`src/rtl/wol_pkg.sv`:
```
package wol_pkg;
  localparam int unsigned BYTE_W = 8;
  typedef logic [BYTE_W-1:0] octet_t;

  // Indices of the sticky flags kept by the status block.
  localparam int unsigned FLAG_MAGIC = 0;
  localparam int unsigned FLAG_WAKE  = 1;
  localparam int unsigned NUM_FLAGS  = 2;
endpackage

```
`src/rtl/wol_frame_tracker.sv`:
```
module wol_frame_tracker
  import wol_pkg::*;
#(
  parameter int unsigned ADDR_BYTES   = 6,
  parameter int unsigned SEARCH_START = 12
) (
  input  logic                    clk,
  input  logic                    rst_n,
  input  logic                    beat_acc,
  input  logic                    beat_sof,
  input  logic                    beat_eof,
  input  octet_t                  beat_data,
  output logic                    frame_act,
  output logic                    search_ok,
  output logic [ADDR_BYTES*8-1:0] addr_flat
);
  localparam int unsigned IDX_W = $clog2(SEARCH_START + 1);
  localparam logic [IDX_W-1:0] IDX_MAX = IDX_W'(SEARCH_START);

  logic                    in_frame_q;
  logic [IDX_W-1:0]        idx_q;
  logic [IDX_W-1:0]        idx_eff;
  logic [ADDR_BYTES*8-1:0] addr_q;

  // A beat belongs to a frame if it opens one or a frame is already open.
  assign frame_act = beat_acc & (beat_sof | in_frame_q);
  assign idx_eff   = beat_sof ? '0 : idx_q;
  assign search_ok = (idx_eff == IDX_MAX);
  assign addr_flat = addr_q;

  always_ff @(posedge clk or negedge rst_n) begin
    if (!rst_n) begin
      in_frame_q <= 1'b0;
      idx_q      <= '0;
    end else if (frame_act) begin
      in_frame_q <= ~beat_eof;
      idx_q      <= search_ok ? IDX_MAX : idx_eff + 1'b1;
    end
  end

  always_ff @(posedge clk or negedge rst_n) begin
    if (!rst_n) begin
      addr_q <= '0;
    end else if (frame_act) begin
      for (int k = 0; k < int'(ADDR_BYTES); k++) begin
        if (idx_eff == IDX_W'(k)) addr_q[8*k +: 8] <= beat_data;
      end
    end
  end

  // once the search window is open the latched address no longer moves
  a_r2_addr_frozen: assert property (@(posedge clk) disable iff (!rst_n)
    (frame_act && !beat_sof && search_ok) |=> $stable(addr_q));
endmodule

```
`src/rtl/wol_pattern_match.sv`:
```
module wol_pattern_match
  import wol_pkg::*;
#(
  parameter int unsigned ADDR_BYTES = 6,
  parameter int unsigned REPS       = 16,
  parameter int unsigned SYNC_LEN   = 6,
  parameter logic [7:0]  SYNC_VAL   = 8'hFF
) (
  input  logic                    clk,
  input  logic                    rst_n,
  input  logic                    frame_act,
  input  logic                    beat_sof,
  input  logic                    search_ok,
  input  octet_t                  beat_data,
  input  logic [ADDR_BYTES*8-1:0] addr_flat,
  output logic                    match_seen
);
  localparam int unsigned SR_W  = $clog2(SYNC_LEN + 1);
  localparam int unsigned POS_W = (ADDR_BYTES > 1) ? $clog2(ADDR_BYTES) : 1;
  localparam int unsigned REP_W = (REPS > 1) ? $clog2(REPS) : 1;
  localparam logic [SR_W-1:0]  SR_MAX   = SR_W'(SYNC_LEN);
  localparam logic [POS_W-1:0] POS_LAST = POS_W'(ADDR_BYTES - 1);
  localparam logic [REP_W-1:0] REP_LAST = REP_W'(REPS - 1);

  logic [SR_W-1:0]  ff_q, ff_b, ff_n;
  logic             reps_q, reps_b, reps_n;
  logic [POS_W-1:0] pos_q, pos_b, pos_n;
  logic [REP_W-1:0] rep_q, rep_b, rep_n;
  logic             found_q, found_b;
  octet_t           exp_byte;
  logic             is_sync, rep_hit, pos_last, rep_last, hit_now;

  // A start-of-frame beat sees cleared state.
  assign ff_b    = beat_sof ? '0   : ff_q;
  assign reps_b  = beat_sof ? 1'b0 : reps_q;
  assign pos_b   = beat_sof ? '0   : pos_q;
  assign rep_b   = beat_sof ? '0   : rep_q;
  assign found_b = beat_sof ? 1'b0 : found_q;

  assign exp_byte = addr_flat[8*pos_b +: 8];
  assign is_sync  = (beat_data == SYNC_VAL);
  assign rep_hit  = reps_b & search_ok & (beat_data == exp_byte);
  assign pos_last = (pos_b == POS_LAST);
  assign rep_last = (rep_b == REP_LAST);
  assign hit_now  = frame_act & rep_hit & pos_last & rep_last & ~found_b;

  assign match_seen = frame_act & (found_b | hit_now);

  always_comb begin
    // Running count of consecutive sync bytes, kept even during copies.
    if (search_ok && is_sync) ff_n = (ff_b == SR_MAX) ? SR_MAX : ff_b + 1'b1;
    else                      ff_n = '0;

    reps_n = 1'b0;
    pos_n  = '0;
    rep_n  = '0;
    if (rep_hit && !(pos_last && rep_last)) begin
      reps_n = 1'b1;
      if (pos_last) begin
        pos_n = '0;
        rep_n = rep_b + 1'b1;
      end else begin
        pos_n = pos_b + 1'b1;
        rep_n = rep_b;
      end
    end else if (ff_n == SR_MAX) begin
      reps_n = 1'b1;
    end
  end

  always_ff @(posedge clk or negedge rst_n) begin
    if (!rst_n) begin
      ff_q    <= '0;
      reps_q  <= 1'b0;
      pos_q   <= '0;
      rep_q   <= '0;
      found_q <= 1'b0;
    end else if (frame_act) begin
      ff_q    <= ff_n;
      reps_q  <= reps_n;
      pos_q   <= pos_n;
      rep_q   <= rep_n;
      found_q <= found_b | hit_now;
    end
  end

  // the copy phase can only be entered on a sync byte
  a_r3_reps_after_sync: assert property (@(posedge clk) disable iff (!rst_n)
    $rose(reps_q) |-> $past(frame_act && beat_data == SYNC_VAL));
  // a start-of-frame beat drops any earlier detection
  a_r11_sof_clears_found: assert property (@(posedge clk) disable iff (!rst_n)
    (frame_act && beat_sof) |=> !found_q);
  // a completed pattern is remembered for the rest of the frame
  a_r10_hit_remembered: assert property (@(posedge clk) disable iff (!rst_n)
    hit_now |=> found_q);
endmodule

```
`src/rtl/wol_wake_status.sv`:
```
module wol_wake_status
  import wol_pkg::*;
(
  input  logic                 clk,
  input  logic                 rst_n,
  input  logic                 set_evt,
  input  logic [NUM_FLAGS-1:0] clr_vec,
  output logic [NUM_FLAGS-1:0] flags,
  output logic                 pulse
);
  for (genvar g = 0; g < int'(NUM_FLAGS); g++) begin : g_flag
    logic f_q;
    always_ff @(posedge clk or negedge rst_n) begin
      if (!rst_n)          f_q <= 1'b0;
      else if (set_evt)    f_q <= 1'b1;   // set beats clear
      else if (clr_vec[g]) f_q <= 1'b0;
    end
    assign flags[g] = f_q;

    // a flag holds unless its own clear is written
    a_r9_sticky_hold: assert property (@(posedge clk) disable iff (!rst_n)
      (f_q && !clr_vec[g]) |=> f_q);
    // set and clear together leave the flag set
    a_r9_set_wins: assert property (@(posedge clk) disable iff (!rst_n)
      set_evt |=> f_q);
    // a clear with no set empties the flag
    a_r9_clear_acts: assert property (@(posedge clk) disable iff (!rst_n)
      (clr_vec[g] && !set_evt) |=> !f_q);
  end

  always_ff @(posedge clk or negedge rst_n) begin
    if (!rst_n) pulse <= 1'b0;
    else        pulse <= set_evt;
  end
endmodule

```
`src/rtl/wol_magic_detect.sv`:
```
module wol_magic_detect
  import wol_pkg::*;
#(
  parameter int unsigned ADDR_BYTES   = 6,
  parameter int unsigned REPS         = 16,
  parameter int unsigned SYNC_LEN     = 6,
  parameter int unsigned SEARCH_START = 12
) (
  input  logic       clk,
  input  logic       rst_n,
  input  logic       s_valid,
  output logic       s_ready,
  input  logic [7:0] s_data,
  input  logic       s_sof,
  input  logic       s_eof,
  input  logic       crc_ok,
  input  logic       filt_accept,
  input  logic       magic_en,
  input  logic       clr_magic,
  input  logic       clr_wake,
  output logic       magic_status,
  output logic       wake_status,
  output logic       wake_pulse
);
  logic                    beat_acc;
  logic                    frame_act;
  logic                    search_ok;
  logic [ADDR_BYTES*8-1:0] addr_flat;
  logic                    match_seen;
  logic                    set_evt;
  logic [NUM_FLAGS-1:0]    clr_vec;
  logic [NUM_FLAGS-1:0]    flags;

  assign s_ready  = 1'b1;
  assign beat_acc = s_valid & s_ready;

  wol_frame_tracker #(
    .ADDR_BYTES  (ADDR_BYTES),
    .SEARCH_START(SEARCH_START)
  ) u_track (
    .clk      (clk),
    .rst_n    (rst_n),
    .beat_acc (beat_acc),
    .beat_sof (s_sof),
    .beat_eof (s_eof),
    .beat_data(s_data),
    .frame_act(frame_act),
    .search_ok(search_ok),
    .addr_flat(addr_flat)
  );

  wol_pattern_match #(
    .ADDR_BYTES(ADDR_BYTES),
    .REPS      (REPS),
    .SYNC_LEN  (SYNC_LEN),
    .SYNC_VAL  (8'hFF)
  ) u_match (
    .clk       (clk),
    .rst_n     (rst_n),
    .frame_act (frame_act),
    .beat_sof  (s_sof),
    .search_ok (search_ok),
    .beat_data (s_data),
    .addr_flat (addr_flat),
    .match_seen(match_seen)
  );

  // Verdict on the closing byte: pattern AND crc AND filter AND enable.
  assign set_evt = match_seen & s_eof & crc_ok & filt_accept & magic_en;

  assign clr_vec[FLAG_MAGIC] = clr_magic;
  assign clr_vec[FLAG_WAKE]  = clr_wake;

  wol_wake_status u_stat (
    .clk    (clk),
    .rst_n  (rst_n),
    .set_evt(set_evt),
    .clr_vec(clr_vec),
    .flags  (flags),
    .pulse  (wake_pulse)
  );

  assign magic_status = flags[FLAG_MAGIC];
  assign wake_status  = flags[FLAG_WAKE];

  // a rejected frame never wakes
  a_r5_filter_gate: assert property (@(posedge clk) disable iff (!rst_n)
    (s_valid && s_eof && !filt_accept) |=> !wake_pulse);
  // disabled detection never wakes
  a_r6_enable_gate: assert property (@(posedge clk) disable iff (!rst_n)
    (s_valid && s_eof && !magic_en) |=> !wake_pulse);
  // a bad-CRC frame never wakes
  a_r7_crc_gate: assert property (@(posedge clk) disable iff (!rst_n)
    (s_valid && s_eof && !crc_ok) |=> !wake_pulse);
  // the pulse comes with both flags raised
  a_r8_pulse_marks_both: assert property (@(posedge clk) disable iff (!rst_n)
    wake_pulse |-> (magic_status && wake_status));
  // the pulse lasts a single cycle
  a_r8_pulse_single: assert property (@(posedge clk) disable iff (!rst_n)
    wake_pulse |=> !wake_pulse);
endmodule

```
`config.mk`:
```
export PLATFORM = sky130hd
export DESIGN_NAME = wol_magic_detect
export DESIGN_NICKNAME = d
export VERILOG_FILES = /design/src/rtl/wol_pkg.sv /design/src/rtl/wol_frame_tracker.sv /design/src/rtl/wol_pattern_match.sv /design/src/rtl/wol_wake_status.sv /design/src/rtl/wol_magic_detect.sv
export SDC_FILE = /design/constraint.sdc
export NUM_CORES = 1
export LEC_CHECK = 0
export BUFFER_PORTS_ARGS = -buffer_cell sky130_fd_sc_hd__buf_2
export CAP_MARGIN = 30
export CORE_MARGIN = 1.5
export CORE_UTILIZATION = 32
export DETAILED_ROUTE_END_ITERATION = 10
export PLACE_DENSITY = 0.52
export SETUP_SLACK_MARGIN = 0.3
export SYNTH_ARGS = -nofsm -noshare
export SYNTH_HDL_FRONTEND = slang
export SYNTH_SLANG_ARGS = --single-unit
export TNS_END_PERCENT = 1
```
`constraint.sdc`:
```
create_clock -name clk -period 3.2 [get_ports clk]
set_input_delay 0.16 -clock clk [delete_from_list [all_inputs] [get_ports clk]]
set_output_delay 0.16 -clock clk [all_outputs]
set_load 0.05 [all_outputs]
```
==> metrics.md <==
| Metric | Value |
|---|---|
| CTS sink cnt | 68 |
| Skew final | ~0.006 ns |
| Most common cell after layout, fill and taps aside | dfrtp_1 |
| Flop pwr share | 0.448 |
| Detailed Route WL | between 8000 and 9000 microns |
| Core area | 11000 sq um |
| Slew Limit Fails | 0 |
| Worst setup path startpoint | u_match.pos_q[0]$_DFFE_PN0P_ |
| Htree depth | 3 |
| Most frequent cells in the layout | dfrtp_1 (68), mux2_2 (54), nand2_1 (28), buf_2 (20), a21oi_1 (15) |
| Hold WS | 0.0259 ns |
| CP Class | register to register |
| Post-synth cell types | 63 |
| Syn nets | 349 |
| Transition time of the tightest slew-check pin | ~0.57 ns |
| CP startpoint kind | register |
| Int Pwr | 0.00199 W |
| Mapped Area | 3680 sq um |
| Vias per std cell | ~5.3 |
| Clock network power share | 0.341 |
| Die W | 110 microns |
| Max VDD drop | about 0.23 mV |
| Clock transition at the registers of the reported paths | 0.05 ns |
| Post-synth EDFFs | 0 |
| Final core utilization | 0.380 |
| Tot Pwr | 0.00270 W |
| Seq/Total Area, Yosys | 0.462 |
| Yosys warns | 0 |
| Crit share post-route | 0.819 |
| GP Congestion | between 0.7 and 0.8 |
| HP Class | input pin to register |
| Worst hold start | s_eof |
| Synth async-reset ratio | 1.00 |
| Drt pass-1 iters | 4 |
| Initial antenna violation count | 0 |
| Row cnt | 38 |
| Total of max-cap violations | 0 |
| Clock latency on the worst-skew pair | 0.32 ns |
| CP Max Fanout | 15 |
| Placed Cells | approximately 470 |
| Final antenna-violating net count | 0 |
| Hold Vio Cnt, Final | 0 |
| Switch Pwr | 0.000709 W |
| Post-detail-place hpwl | 5760 microns |
| Root Buffer | clkbuf_16 |
| DRT iter0 DRCs | 145 |
| Ant. Diodes | 0 |
| Final setup vio count | 0 |
| Die Ht | 110 microns |
| Leakage | 1.84 nW |
| Via Count | 2570 |
| Largest net degree at the start of global routing | 36 |
| CTS buffer count | 9 |
| Fillers | approximately 1100 |
| Seq cells post-synth | 68 |
| Setup_tns | 0 ns |
| Ports | 22 |
| Max_slew headroom | 0.622 |
| Mapped Avg Cell Area | between 10 and 15 sq um |
| Worst hold stages | 2 |
| Bufs on Longest Clock Path | 2 |
| Wire length per cell | 17.2 microns |
| Final worst path period need | 2.62 ns |
| Switching Fraction | 0.262 |
| Vias in the first global route | 2543 |
| Die area | 12200 sq um |
| P&R area growth vs syn | 13.7% |
| Mapped Cells | between 300 and 400 |
| Aggregate global routing overflow | 0 |
| Max Freq | approximately 380 MHz |
| Comb pwr share | 0.211 |
| Starting density of the core | 0.334 |
| PD cells | roughly 650 nW/um^2 |
| CTS tree | yes |
| Reg2reg start | u_match.pos_q[0]$_DFFE_PN0P_ |
| GRT Util Overall | 0.152 |
| Most common flop cell mapped by yosys | dfrtp_1 |
| Global-route wire length before repair | ~14000 microns |
| Layout Nets | 370 |
| WP data arrival | 2.85 ns |
| RSZ-0062 raised after global routing | false |
| Register-to-Register Path Depth | 8 |
| Layout cells sized above 1 | 0.310 |
| # DRC | 0 |
| Port Buffer Count | 20 |
| Finished Layout Cells | about 490 |
| WP data required | 3.43 ns |
| Status | finished clean |
| CP Capture Type | register |
## layout make-up
class | instances | area, sq um | share of cell area
multi-input cells | 230 | 1840 | 0.439
repair buffers | 29 | 170 | 0.0406
clock inverters | 2 | 10.0 | 0.00239
well taps | 140 | 175 | 0.0418
inverters | 7 | 26.3 | 0.00628
clock buffers | 12 | 267 | 0.0637
flip-flops and latches | 68 | 1700 | 0.406
## worst max-delay path, cell delays in order (launching register included)
cell	delay, ns
dfrtp_1	0.35
buf_4	0.27
nand2b_1	0.21
or3_1	0.38
a311oi_1	0.29
o211ai_1	0.18
nor4_4	0.38
nand4_4	0.20
o32ai_2	0.27
## through the flow
stage / worst slack (ns) / area, sq um
floorplan: 0.965 / 3680
global placement: 0.586 / 3880
detailed placement: 0.566 / 3880
CTS: 0.514 / 4170
global route: 0.362 / 4190
finish: 0.580 / 4190
## layer usage
layer | GRT usage | part of all wire | wire length (microns) | vias up
met5 | 0 | 0 | 0 | -
met3 | 0.0317 | 0.030 | 254 | 4
met2 | 0.237 | 0.47 | 3930 | 50
li1 | - | - | - | 1233
met4 | 0.0522 | 0.0098 | 82 | 0
met1 | 0.210 | 0.49 | 4110 | 1283
## power by group through the flow
stage | Sequential, W | Combinational (W) | Clock [W]
5_1_grt | 0.00124 | 0.000629 | 0.000979
2_1_floorplan | 0.00119 | 0.000460 | 0
4_1_cts | 0.00121 | 0.000572 | 0.000945
6_report | 0.00121 | 0.000569 | 0.000922
3_3_place_gp | 0.00122 | 0.000557 | 0
3_5_place_dp | 0.00123 | 0.000569 | 0
## kinds of logic after synthesis
group,Yosys count,synth area share
flops,68,0.462
buf+inv,26,0.0387
xor+xnor,6,0.0143
simple gates,88,0.138
fa+ha+maj,7,0.0238
mux,67,0.202
other cells,1,0.00102
compound gates,61,0.120
## sequential cells by signal (all words and copies together), names as in the netlist, 2 cells and up
name / cells
u_match.ff_q: 3
u_match.pos_q: 3
u_match.rep_q: 4
u_stat.g_flag.f_q: 2
u_track.addr_flat: 48
u_track.idx_q: 4
## synthesized netlist by cell type, types with 2 or more instances
cell type,n,area (sq um)
nand2b_1,4,25.0
nand2_1,28,105
nor2b_1,6,37.5
ha_1,7,87.6
nor2_1,10,37.5
nor3_1,4,20.0
nand4_1,5,31.3
xnor2_1,2,17.5
nor3b_1,3,22.5
or3_1,3,18.8
and3_1,2,12.5
o31ai_1,2,15.0
nand3_1,7,35.0
o32ai_1,2,17.5
dfrtp_1,68,1700
buf_1,5,18.8
mux2_2,54,608
buf_6,5,56.3
mux2i_1,11,110
a31oi_1,3,18.8
clkbuf_1,5,18.8
o22ai_1,7,43.8
a21oi_1,15,75.1
o21ai_1,2,10.0
or3b_1,4,35.0
a32oi_1,3,26.3
inv_1,6,22.5
xor2_1,4,35.0
o22a_1,2,17.5
o21ai_0,10,50.1
buf_2,3,15.0
## final timing paths
kind | end | slack (ns)
min reg2reg | u_match.ff_q[1]$_DFFE_PN0P_ | 0.47
min | u_track.in_frame_q$_DFFE_PN0P_ | 0.03
min in group asynchronous | u_track.addr_flat[25]$_DFFE_PN0P_ | 0.29
max reg2reg | u_match.pos_q[2]$_DFFE_PN0P_ | 0.58
max | u_match.pos_q[2]$_DFFE_PN0P_ | 0.58
max in group asynchronous | u_track.addr_flat[13]$_DFFE_PN0P_ | 2.12
## repair_timing
item / in CTS / in global routing
gates resized for setup: 0 / 0
setup buffers: 0 / 2
hold buffers: 1 / 0
setup endpoints to repair: 0 / 1
hold endpoints to repair: 14 / 0
Power figures use the tool's default switching activity.
